==> config.mk <==
export PLATFORM = sky130hd
export DESIGN_NAME = rx_pkt_recorder
export DESIGN_NICKNAME = d
export VERILOG_FILES = /design/src/rtl/rxrec_pkg.sv /design/src/rtl/rxrec_packer.sv /design/src/rtl/rxrec_thresh.sv /design/src/rtl/rxrec_status.sv /design/src/rtl/rx_pkt_recorder.sv
export SDC_FILE = /design/constraint.sdc
export NUM_CORES = 1
export LEC_CHECK = 0
export CORE_MARGIN = 2
export CORE_UTILIZATION = 25
export DETAILED_ROUTE_END_ITERATION = 7
export GPL_ROUTABILITY_DRIVEN = 0
export PLACE_DENSITY_LB_ADDON = 0.25
export SYNTH_ARGS = -nofsm -noshare
export SYNTH_HDL_FRONTEND = slang
export SYNTH_SLANG_ARGS = --single-unit
==> constraint.sdc <==
create_clock -name clk -period 2.87 [get_ports clk]
set_input_delay 0.4305 -clock clk [delete_from_list [all_inputs] [get_ports clk]]
set_output_delay 0.4305 -clock clk [all_outputs]
set_load 0.1 [all_outputs]
==> src/rtl/rxrec_pkg.sv <==
package rxrec_pkg;
  typedef enum logic [1:0] {
    CH_DATA = 2'd0,
    CH_EOP  = 2'd1,
    CH_EEP  = 2'd2
  } chr_kind_e;

  localparam int ST_W       = 4;
  localparam int ST_RXERR   = 0;
  localparam int ST_OVF     = 1;
  localparam int ST_AFULL   = 2;
  localparam int ST_PFULL   = 3;
endpackage

==> src/rtl/rxrec_packer.sv <==
module rxrec_packer
  import rxrec_pkg::*;
#(
  parameter int DW    = 32,
  parameter int CNT_W = 16
) (
  input  logic             clk,
  input  logic             rst,
  input  logic             chr_vld_i,
  input  logic [1:0]       chr_kind_i,
  input  logic [7:0]       chr_byte_i,
  input  logic             link_err_i,
  input  logic             dfull_i,
  output logic             dwr_en_o,
  output logic [DW-1:0]    dwr_data_o,
  output logic             lwr_en_o,
  output logic [CNT_W:0]   lwr_data_o,
  output logic             ovf_o,
  output logic             err_o
);
  localparam int LANES  = DW / 8;
  localparam int LANE_W = (LANES > 1) ? $clog2(LANES) : 1;
  localparam logic [LANE_W-1:0] LAST_LANE = LANE_W'(LANES - 1);

  chr_kind_e            kind;
  logic [LANE_W-1:0]    lane_q;
  logic [DW-1:0]        acc_q;
  logic [DW-1:0]        word_nxt;
  logic [CNT_W-1:0]     cnt_q;
  logic                 in_pkt_q;
  logic                 emit;
  logic [DW-1:0]        emit_word;
  logic                 is_data, is_end;

  assign kind    = chr_kind_e'(chr_kind_i);
  assign is_data = chr_vld_i && !link_err_i && (kind == CH_DATA);
  assign is_end  = chr_vld_i && !link_err_i && (kind == CH_EOP || kind == CH_EEP);

  // merge incoming byte into its lane
  always_comb begin
    word_nxt = acc_q;
    word_nxt[lane_q*8 +: 8] = chr_byte_i;
  end

  // decide whether a word leaves this cycle
  always_comb begin
    emit      = 1'b0;
    emit_word = acc_q;
    if (is_data && lane_q == LAST_LANE) begin
      emit      = 1'b1;
      emit_word = word_nxt;
    end else if (is_end && lane_q != '0) begin
      emit      = 1'b1;
      emit_word = acc_q;
    end
  end

  always_ff @(posedge clk) begin
    if (rst) begin
      lane_q     <= '0;
      acc_q      <= '0;
      cnt_q      <= '0;
      in_pkt_q   <= 1'b0;
      dwr_en_o   <= 1'b0;
      dwr_data_o <= '0;
      lwr_en_o   <= 1'b0;
      lwr_data_o <= '0;
      ovf_o      <= 1'b0;
      err_o      <= 1'b0;
    end else begin
      dwr_en_o <= 1'b0;
      lwr_en_o <= 1'b0;
      ovf_o    <= 1'b0;
      err_o    <= link_err_i;
      if (emit) begin
        if (dfull_i) begin
          ovf_o <= 1'b1;
        end else begin
          dwr_en_o   <= 1'b1;
          dwr_data_o <= emit_word;
        end
      end
      if (link_err_i) begin
        if (in_pkt_q) begin
          lwr_en_o   <= 1'b1;
          lwr_data_o <= {1'b1, cnt_q};
        end
        in_pkt_q <= 1'b0;
        cnt_q    <= '0;
        lane_q   <= '0;
        acc_q    <= '0;
      end else if (is_data) begin
        in_pkt_q <= 1'b1;
        cnt_q    <= cnt_q + CNT_W'(1);
        if (lane_q == LAST_LANE) begin
          lane_q <= '0;
          acc_q  <= '0;
        end else begin
          lane_q <= lane_q + LANE_W'(1);
          acc_q  <= word_nxt;
        end
      end else if (is_end) begin
        lwr_en_o   <= 1'b1;
        lwr_data_o <= {(kind == CH_EEP), cnt_q};
        in_pkt_q   <= 1'b0;
        cnt_q      <= '0;
        lane_q     <= '0;
        acc_q      <= '0;
      end
    end
  end

  // abort stops data at once and records a bad entry
  p_abort_no_data_r4: assert property (@(posedge clk) disable iff (rst)
    link_err_i |=> !dwr_en_o);
  p_abort_entry_r4: assert property (@(posedge clk) disable iff (rst)
    (link_err_i && in_pkt_q) |=> (lwr_en_o && lwr_data_o[CNT_W]));
  // nothing is written into a full FIFO
  p_no_write_full_r5: assert property (@(posedge clk) disable iff (rst)
    (chr_vld_i && dfull_i && !link_err_i) |=> !dwr_en_o);
  // every end marker writes one record
  p_end_record_r3: assert property (@(posedge clk) disable iff (rst)
    is_end |=> lwr_en_o);
endmodule

==> src/rtl/rxrec_thresh.sv <==
module rxrec_thresh #(
  parameter int DLVL_W = 20,
  parameter int PLVL_W = 12,
  parameter int PTHR_W = 10,
  parameter logic [PTHR_W-1:0] PTHR_RST = 10'h3DF
) (
  input  logic                     clk,
  input  logic                     rst,
  input  logic [DLVL_W-1:0]        dlevel_i,
  input  logic [PLVL_W-1:0]        plevel_i,
  input  logic                     cfg_we_i,
  input  logic                     cfg_sel_i,
  input  logic [DLVL_W-1:0]        cfg_wdata_i,
  output logic                     afull_o,
  output logic                     pfull_o,
  output logic [PLVL_W+DLVL_W-1:0] count_o
);
  logic [DLVL_W-1:0] afl_thr_q;
  logic [PTHR_W-1:0] pkt_thr_q;

  always_ff @(posedge clk) begin
    if (rst) begin
      afl_thr_q <= '1;
      pkt_thr_q <= PTHR_RST;
    end else if (cfg_we_i) begin
      if (cfg_sel_i) pkt_thr_q <= cfg_wdata_i[PTHR_W-1:0];
      else           afl_thr_q <= cfg_wdata_i;
    end
  end

  always_ff @(posedge clk) begin
    if (rst) begin
      afull_o <= 1'b0;
      pfull_o <= 1'b0;
      count_o <= '0;
    end else begin
      afull_o <= (dlevel_i >= afl_thr_q);
      pfull_o <= ({{(PLVL_W > PTHR_W ? 0 : PTHR_W-PLVL_W){1'b0}}, plevel_i}
                  >= {{(PLVL_W > PTHR_W ? PLVL_W-PTHR_W : 0){1'b0}}, pkt_thr_q});
      count_o <= {plevel_i, dlevel_i};
    end
  end
endmodule

==> src/rtl/rxrec_status.sv <==
module rxrec_status
  import rxrec_pkg::*;
(
  input  logic            clk,
  input  logic            rst,
  input  logic            err_i,
  input  logic            ovf_i,
  input  logic            afull_i,
  input  logic            pfull_i,
  input  logic [ST_W-1:0] clr_i,
  input  logic            afl_ie_i,
  input  logic            mie_i,
  output logic [ST_W-1:0] status_o,
  output logic            irq_o
);
  logic [ST_W-1:0] set_v;

  always_comb begin
    set_v           = '0;
    set_v[ST_RXERR] = err_i | ovf_i;
    set_v[ST_OVF]   = ovf_i;
    set_v[ST_AFULL] = afull_i;
    set_v[ST_PFULL] = pfull_i;
  end

  // set wins over a clear in the same cycle
  always_ff @(posedge clk) begin
    if (rst) begin
      status_o <= '0;
      irq_o    <= 1'b0;
    end else begin
      status_o <= (status_o & ~clr_i) | set_v;
      irq_o    <= status_o[ST_AFULL] & afl_ie_i & mie_i;
    end
  end

  generate
    for (genvar i = 0; i < ST_W; i++) begin : g_hold
      // a latched bit is only dropped by a one in its clear position
      p_latch_hold_r8: assert property (@(posedge clk) disable iff (rst)
        (status_o[i] && !clr_i[i]) |=> status_o[i]);
    end
  endgenerate

  // interrupt requires latched almost-full and both enables
  p_irq_gate_r9: assert property (@(posedge clk) disable iff (rst)
    irq_o |-> $past(status_o[ST_AFULL] && afl_ie_i && mie_i));
  // live almost-full latches one cycle later
  p_afull_latch_r6: assert property (@(posedge clk) disable iff (rst)
    afull_i |=> status_o[ST_AFULL]);
endmodule

==> src/rtl/rx_pkt_recorder.sv <==
module rx_pkt_recorder
  import rxrec_pkg::*;
#(
  parameter int DW     = 32,
  parameter int CNT_W  = 16,
  parameter int DLVL_W = 20,
  parameter int PLVL_W = 12,
  parameter int PTHR_W = 10
) (
  input  logic                     clk,
  input  logic                     rst,
  input  logic                     chr_vld_i,
  input  logic [1:0]               chr_kind_i,
  input  logic [7:0]               chr_byte_i,
  input  logic                     link_err_i,
  input  logic                     dfull_i,
  input  logic [DLVL_W-1:0]        dlevel_i,
  input  logic [PLVL_W-1:0]        plevel_i,
  input  logic                     cfg_we_i,
  input  logic                     cfg_sel_i,
  input  logic [DLVL_W-1:0]        cfg_wdata_i,
  input  logic [ST_W-1:0]          clr_i,
  input  logic                     afl_ie_i,
  input  logic                     mie_i,
  output logic                     dwr_en_o,
  output logic [DW-1:0]            dwr_data_o,
  output logic                     lwr_en_o,
  output logic [CNT_W:0]           lwr_data_o,
  output logic [ST_W-1:0]          status_o,
  output logic                     afull_o,
  output logic                     pfull_o,
  output logic                     irq_o,
  output logic [PLVL_W+DLVL_W-1:0] count_o
);
  logic ovf_w, err_w;

  rxrec_packer #(.DW(DW), .CNT_W(CNT_W)) u_packer (
    .clk(clk), .rst(rst),
    .chr_vld_i(chr_vld_i), .chr_kind_i(chr_kind_i), .chr_byte_i(chr_byte_i),
    .link_err_i(link_err_i), .dfull_i(dfull_i),
    .dwr_en_o(dwr_en_o), .dwr_data_o(dwr_data_o),
    .lwr_en_o(lwr_en_o), .lwr_data_o(lwr_data_o),
    .ovf_o(ovf_w), .err_o(err_w)
  );

  rxrec_thresh #(.DLVL_W(DLVL_W), .PLVL_W(PLVL_W), .PTHR_W(PTHR_W),
                 .PTHR_RST(PTHR_W'(10'h3DF))) u_thresh (
    .clk(clk), .rst(rst),
    .dlevel_i(dlevel_i), .plevel_i(plevel_i),
    .cfg_we_i(cfg_we_i), .cfg_sel_i(cfg_sel_i), .cfg_wdata_i(cfg_wdata_i),
    .afull_o(afull_o), .pfull_o(pfull_o), .count_o(count_o)
  );

  rxrec_status u_status (
    .clk(clk), .rst(rst),
    .err_i(err_w), .ovf_i(ovf_w), .afull_i(afull_o), .pfull_i(pfull_o),
    .clr_i(clr_i), .afl_ie_i(afl_ie_i), .mie_i(mie_i),
    .status_o(status_o), .irq_o(irq_o)
  );
endmodule

==> results of run 1 <==
==> state kept, by name, summed over array words and instances, names as in the netlist <==
signal,count
u_packer.ovf_o,1
u_packer.lane_q,2
u_packer.err_o,1
u_thresh.pfull_o,1
u_thresh.pkt_thr_q,10
u_thresh.afull_o,1
u_packer.lwr_en_o,1
u_status.irq_o,1
u_packer.in_pkt_q,1
u_packer.acc_q,32
u_status.status_o,4
u_packer.dwr_en_o,1
u_thresh.count_o,32
u_thresh.afl_thr_q,20
u_packer.dwr_data_o,32
u_packer.cnt_q,16
u_packer.lwr_data_o,17
==> logic make-up after synthesis <==
logic type | Yosys count | share of synthesized area
DFF | 173 | 0.458
and+or+nand+nor | 256 | 0.159
adders and majority gates | 39 | 0.0645
buffers and inverters | 123 | 0.0678
AOI/OAI and AO/OA | 188 | 0.198
muxes | 39 | 0.0524
==> through the flow <==
step / area, um^2 / utilization
CTS: 10000 / 0.337
global route: 10000 / 0.337
finish: 10000 / 0.337
global placement: 9410 / 0.317
floorplan: 7560 / -
detailed placement: 9410 / 0.317
==> worst min path at each step <==
stage,cells past startpoint,end,slack [ns]
floorplan,1,u_thresh.pkt_thr_q[1],0.44
global placement,2,u_packer.lwr_data_o[14],0.45
detailed placement,2,u_packer.lwr_data_o[12],0.45
CTS,2,u_packer.lwr_data_o[1],0.21
global route,2,u_packer.lwr_data_o[1],0.23
finish,2,u_packer.lwr_data_o[1],0.24
==> layer usage <==
metal  GRT usage  share of wire
met1       0.164           0.46
met2       0.205           0.45
met3      0.0527          0.076
met4      0.0400          0.011
met5           0         0.0010
==> cell usage after synthesis (5+ instances only) <==
master	instances	share of area
nor2_1	79	0.039
o31ai_1	5	0.0050
nand2_1	86	0.043
inv_1	71	0.035
o21ai_0	36	0.024
nand4_1	9	0.0074
and3_1	11	0.0091
a21oi_1	34	0.023
a211o_1	30	0.035
nor2b_1	36	0.030
clkbuf_1	24	0.012
nand3_1	9	0.0060
dfxtp_1	173	0.46
a22oi_1	34	0.034
mux2i_1	34	0.045
buf_2	20	0.013
ha_1	39	0.065
o2bb2ai_2	29	0.058
==> worst max-delay path, stage by stage <==
cell and delay [ns]:
clkdlybuf4s50_1 0.44, ha_1 0.32, a211o_1 0.29, a31oi_1 0.16, o221ai_1 0.15, a221oi_1 0.52
o22ai_1 0.17
==> cell type report <==
type                            count  area, um^2  area share
Clock buffer                       18         439      0.0439
Clock inverter                     13         154      0.0154
Inverter                           72         270      0.0270
Multi-Input combinational cell    522        3590       0.359
Sequential cell                   173        3460       0.346
Tap cell                          390         488      0.0488
Timing Repair Buffer              180        1600       0.160
==> power groups by stage <==
stage / sequential, mW / combinational (mW) / clock, mW
finish: 2.48 / 0.687 / 2.40
global route: 2.49 / 0.746 / 2.56
CTS: 2.48 / 0.698 / 2.48
detailed placement: 2.53 / 0.696 / 0
global placement: 2.53 / 0.694 / 0
floorplan: 2.75 / 0.227 / 0
==> results.cfg, run 1 <==
[floorplan]
die_area_mm2 = 0.0317
die_h_um = 178
dieWidth_um = 178
initial_utilization = 0.254
placementRows = 63
num_io_pins = 165
coreArea_mm2 = 0.0297

[sta]
period_needed_ns = 2.19
fin_crit_sh = 0.762
fmax_mhz = 458
final-hold-violation-count = 0
finalSetupTns_ns = 0
max_slew_margin = 0.577
drv_slew = 0
hold_slack_ns = 0.239
worst_pin_slew_ns = 0.635
timing.final.ws_setup_ns = 0.684
rsz0062_at_grt = no
fin_skew_ns = 0.00744
finalSetupViolCount = 0

[setup_path]
endpoint = u_thresh.afull_o
worstSetupStartpointType = primary input
cp.required_ns = 3.17
rrSetupSlack_ns = 0.75
worst_setup_path_end_kind = flop
worstRegToRegCells = 8
worst_ep_arrival_time_ns = 2.48
worstReg2RegStart = u_packer.lane_q[0]
crit_start = dlevel_i[2]
r2r_end = u_packer.dwr_data_o[0]
worst-path-max-fanout = 2
worstSetupPathType = in -> reg

[clocking]
cts_buffers = 17
cts_setup_buffers = 0
cts_tree = built
clockRootBuffer = clkbuf_16
cts.clk_slew.worst_paths_ns = 0.07
cts-htree-levels = 4
cts_buffer_depth = 2
ctsHoldBuffers = 0
cts_resized = 0
cts.sinks = 173
clk_latency_ns = 0.44

[pwr]
ir_drop_mv = 0.358
total_power_mw = 5.56
power_density_mw_per_mm2 = 556
seq_power_share = 0.446
p_sw_frac = 0.277
leakage_nw = 4.24
clock_power_share = 0.431
combinationalPowerShare = 0.123
switchingPower_mw = 1.54
p_int_mw = 4.02

[global_route]
grt_pass1_vias = 6081
grt_pass1_wl_um = 32100
overflow = 0
antenna_found_initial = 2
grt.total_usage = 0.131
grt_max_degree = 87

[detailed_routing]
viasPerCell = 4.46
avgRoutedWirePerCell_um = 14.7
drc = 0
dr.pass1.iters = 6
drtAntennaViolNets = 0
wirelength_um = 20100
drt_iter0_markers = 226
vias = 6102

[logic_synthesis]
netlist_instances = 818
synth-main-ff-cell = dfxtp_1
synthArstFlopShare = 0
synth-edff-count = 0
synth_warnings = 0
ys_seq_elements = 173
yosysSeqAreaShare = 0.458
synth.avg_cell_area_um2 = 9.24
yosys.cell_types.count = 49
synth_area_mm2 = 0.00756
syn_nets = 932

[finish]
nFillCells = 3057
final_common_cell = dfxtp_1
syn_to_final_growth_pct = 32.3
nets = 1080
layout.cells.non_filler = 1368
final_cell_mix = dfxtp_1, buf_4, nand2_1, nor2_1, clkdlybuf4s50_1
diodes = 0
drive_gt1_frac = 0.180

[placement]
portBuffers = 164
dp.cells = 1337
dpl.hpwl_um = 14200
post-place-ws_ns = 0.120

[status]
status = finished clean

[min_path]
hold_class = in -> reg
min_from = rst

[job]
maxCapViolations = 0
Note: power is estimated with default switching activity, not from simulation.
==> run 2: changes to the inputs <==
Clock period 2.87 ns to 2.05 ns, I/O delays scaled along.
==> run 2 against run 1 <==
  * Register-to-register slack lost 0.57 ns
  * First-iteration DRC count up 23%
  * Critical path type unchanged
  * Die area unchanged
  * Count of clock-buffer cells in the layout is 1 lower
  * Cell area up 2.8%
  * Clock skew grew 0.0061 ns
  * Sequential share of layout area shrank 0.94 points
  * Highest routed layer is now met4
  * Combinational power increased by 46%
  * Largest power group unchanged
==> results.cfg, run 2 (synthesis gave the netlist of run 1 again) <==
[sta]
fin_crit_sh = 0.927
drv_slew = 0
worst_pin_slew_ns = 0.417
max_slew_margin = 0.721
period_needed_ns = 1.90
final-hold-violation-count = 0
fmax_mhz = 526
rsz0062_at_grt = no
fin_skew_ns = 0.0135
finalSetupViolCount = 0

[setup_path]
worst-path-max-fanout = 16
worst_ep_arrival_time_ns = 2.26
worst_setup_path_end_kind = flop
worstSetupPathType = in -> reg
worstSetupStartpointType = primary input
cp.required_ns = 2.41

[detailed_routing]
drt_iter0_markers = 278
viasPerCell = 4.43
vias = 6182
drc = 0
dr.pass1.iters = 4
drtAntennaViolNets = 0
avgRoutedWirePerCell_um = 14.7
wirelength_um = 20500

[finish]
nFillCells = 3021
final_common_cell = dfxtp_1
drive_gt1_frac = 0.204
final_area_mm2 = 0.0103
syn_to_final_growth_pct = 36.1
nets = 1107
layout.cells.non_filler = 1395
multi_input_area_mm2 = 0.00360
top_regs = u_packer.acc_q x32, u_packer.dwr_data_o x32, u_thresh.count_o x32
final_cell_mix = dfxtp_1, buf_4, nand2_1, nor2_1, clkdlybuf4s50_1
regArea_mm2 = 0.00346
diodes = 0

[global_route]
grt.total_usage = 0.131
grt_pass1_wl_um = 32200
antenna_found_initial = 1
use_met3 = 0.0557
grt_max_degree = 87
grt_pass1_vias = 6011
grt_use_met2 = 0.214
grt_util_met1 = 0.159
overflow = 0
top_usage_layer = met2

[clocking]
cts_tree = built
ctsHoldBuffers = 0
clockRootBuffer = clkbuf_16
cts_buffer_depth = 2
clk_latency_ns = 0.44
cts_buffers = 17
cts-htree-levels = 4
cts.sinks = 173
cts.clk_slew.worst_paths_ns = 0.07

[min_path]
hold_class = in -> reg

[pwr]
switchingPower_mw = 2.27
clock_power_share = 0.428
seq_power_share = 0.444
p_sw_frac = 0.290
ir_drop_mv = 0.517
leakage_nw = 4.39
p_int_mw = 5.55
combinationalPowerShare = 0.128
power_density_mw_per_mm2 = 760
total_power_mw = 7.82

[status]
status = finished clean

[floorplan]
placementRows = 63
die_area_mm2 = 0.0317
die_h_um = 178
num_io_pins = 165
dieWidth_um = 178
initial_utilization = 0.254
coreArea_mm2 = 0.0297

[placement]
dpl.hpwl_um = 14400
portBuffers = 164
place_area_mm2 = 0.00965
dp.cells = 1362

[job]
maxCapViolations = 0
## run 2: path summary, 6_finish.rpt
kind	startpoint	endpoint	slack, ns	cells past startpoint
min	rst	u_packer.err_o	0.14	2
max reg2reg	u_thresh.afl_thr_q[2]	u_thresh.afull_o	0.18	8
max	chr_kind_i[1]	u_packer.dwr_data_o[26]	0.15	8
min reg2reg	u_packer.lwr_data_o[14]	u_packer.lwr_data_o[14]	0.46	2
## run 2: repair_timing
action | CTS | global route
setup endpoints to repair | 0 | 32
buffers inserted | 0 | 1
resized for setup | 0 | 3
## run 2: stage by stage
step	hold WS (ns)	setup TNS [ns]	utilization	setup slack, ns
finish	0.138	0	0.346	0.149
global route	0.108	0	0.346	0.0657
CTS	0.117	0	0.345	0.00193
detailed placement	0.448	-23.12	0.325	-0.437
global placement	0.447	-22.09	0.325	-0.409
floorplan	0.425	0	-	0.253
## run 2: power groups by stage
stage               sequential [mW]  clock [mW]  combinational [mW]
floorplan                      3.85           0               0.318
global placement               3.55           0                1.01
detailed placement             3.55           0                1.01
CTS                            3.47        3.47                1.02
global route                   3.48        3.61                1.08
finish                         3.47        3.35                1.00
## run 2: area by class of cell
type / instances / area share
clock buffers: 17 / 0.0413
clock inverters: 14 / 0.0169
inverters: 72 / 0.0263
multi-input cells: 522 / 0.350
flip-flops and latches: 173 / 0.337
well taps: 390 / 0.0474
repair buffers: 207 / 0.181
## run 2: layer usage
layer	up-vias	share of wire
li1	3170	-
met1	2843	0.45
met2	154	0.47
met3	15	0.081
met4	0	0.0087
met5	-	0
## run 2: critical path, stage by stage
cell             delay, ns
clkdlybuf4s50_1       0.48
inv_1                 0.05
ha_1                  0.26
nand3b_1              0.18
o21a_1                0.24
or3_4                 0.38
clkbuf_16             0.22
o2bb2ai_2             0.14
==> run 3: changes to the inputs <==
Settings changed: CTS_CLUSTER_DIAMETER set to 40, SLEW_MARGIN set to 20.
==> results of run 3 <==
No change in the layout: final DEF, timing and power equal those of run 2.
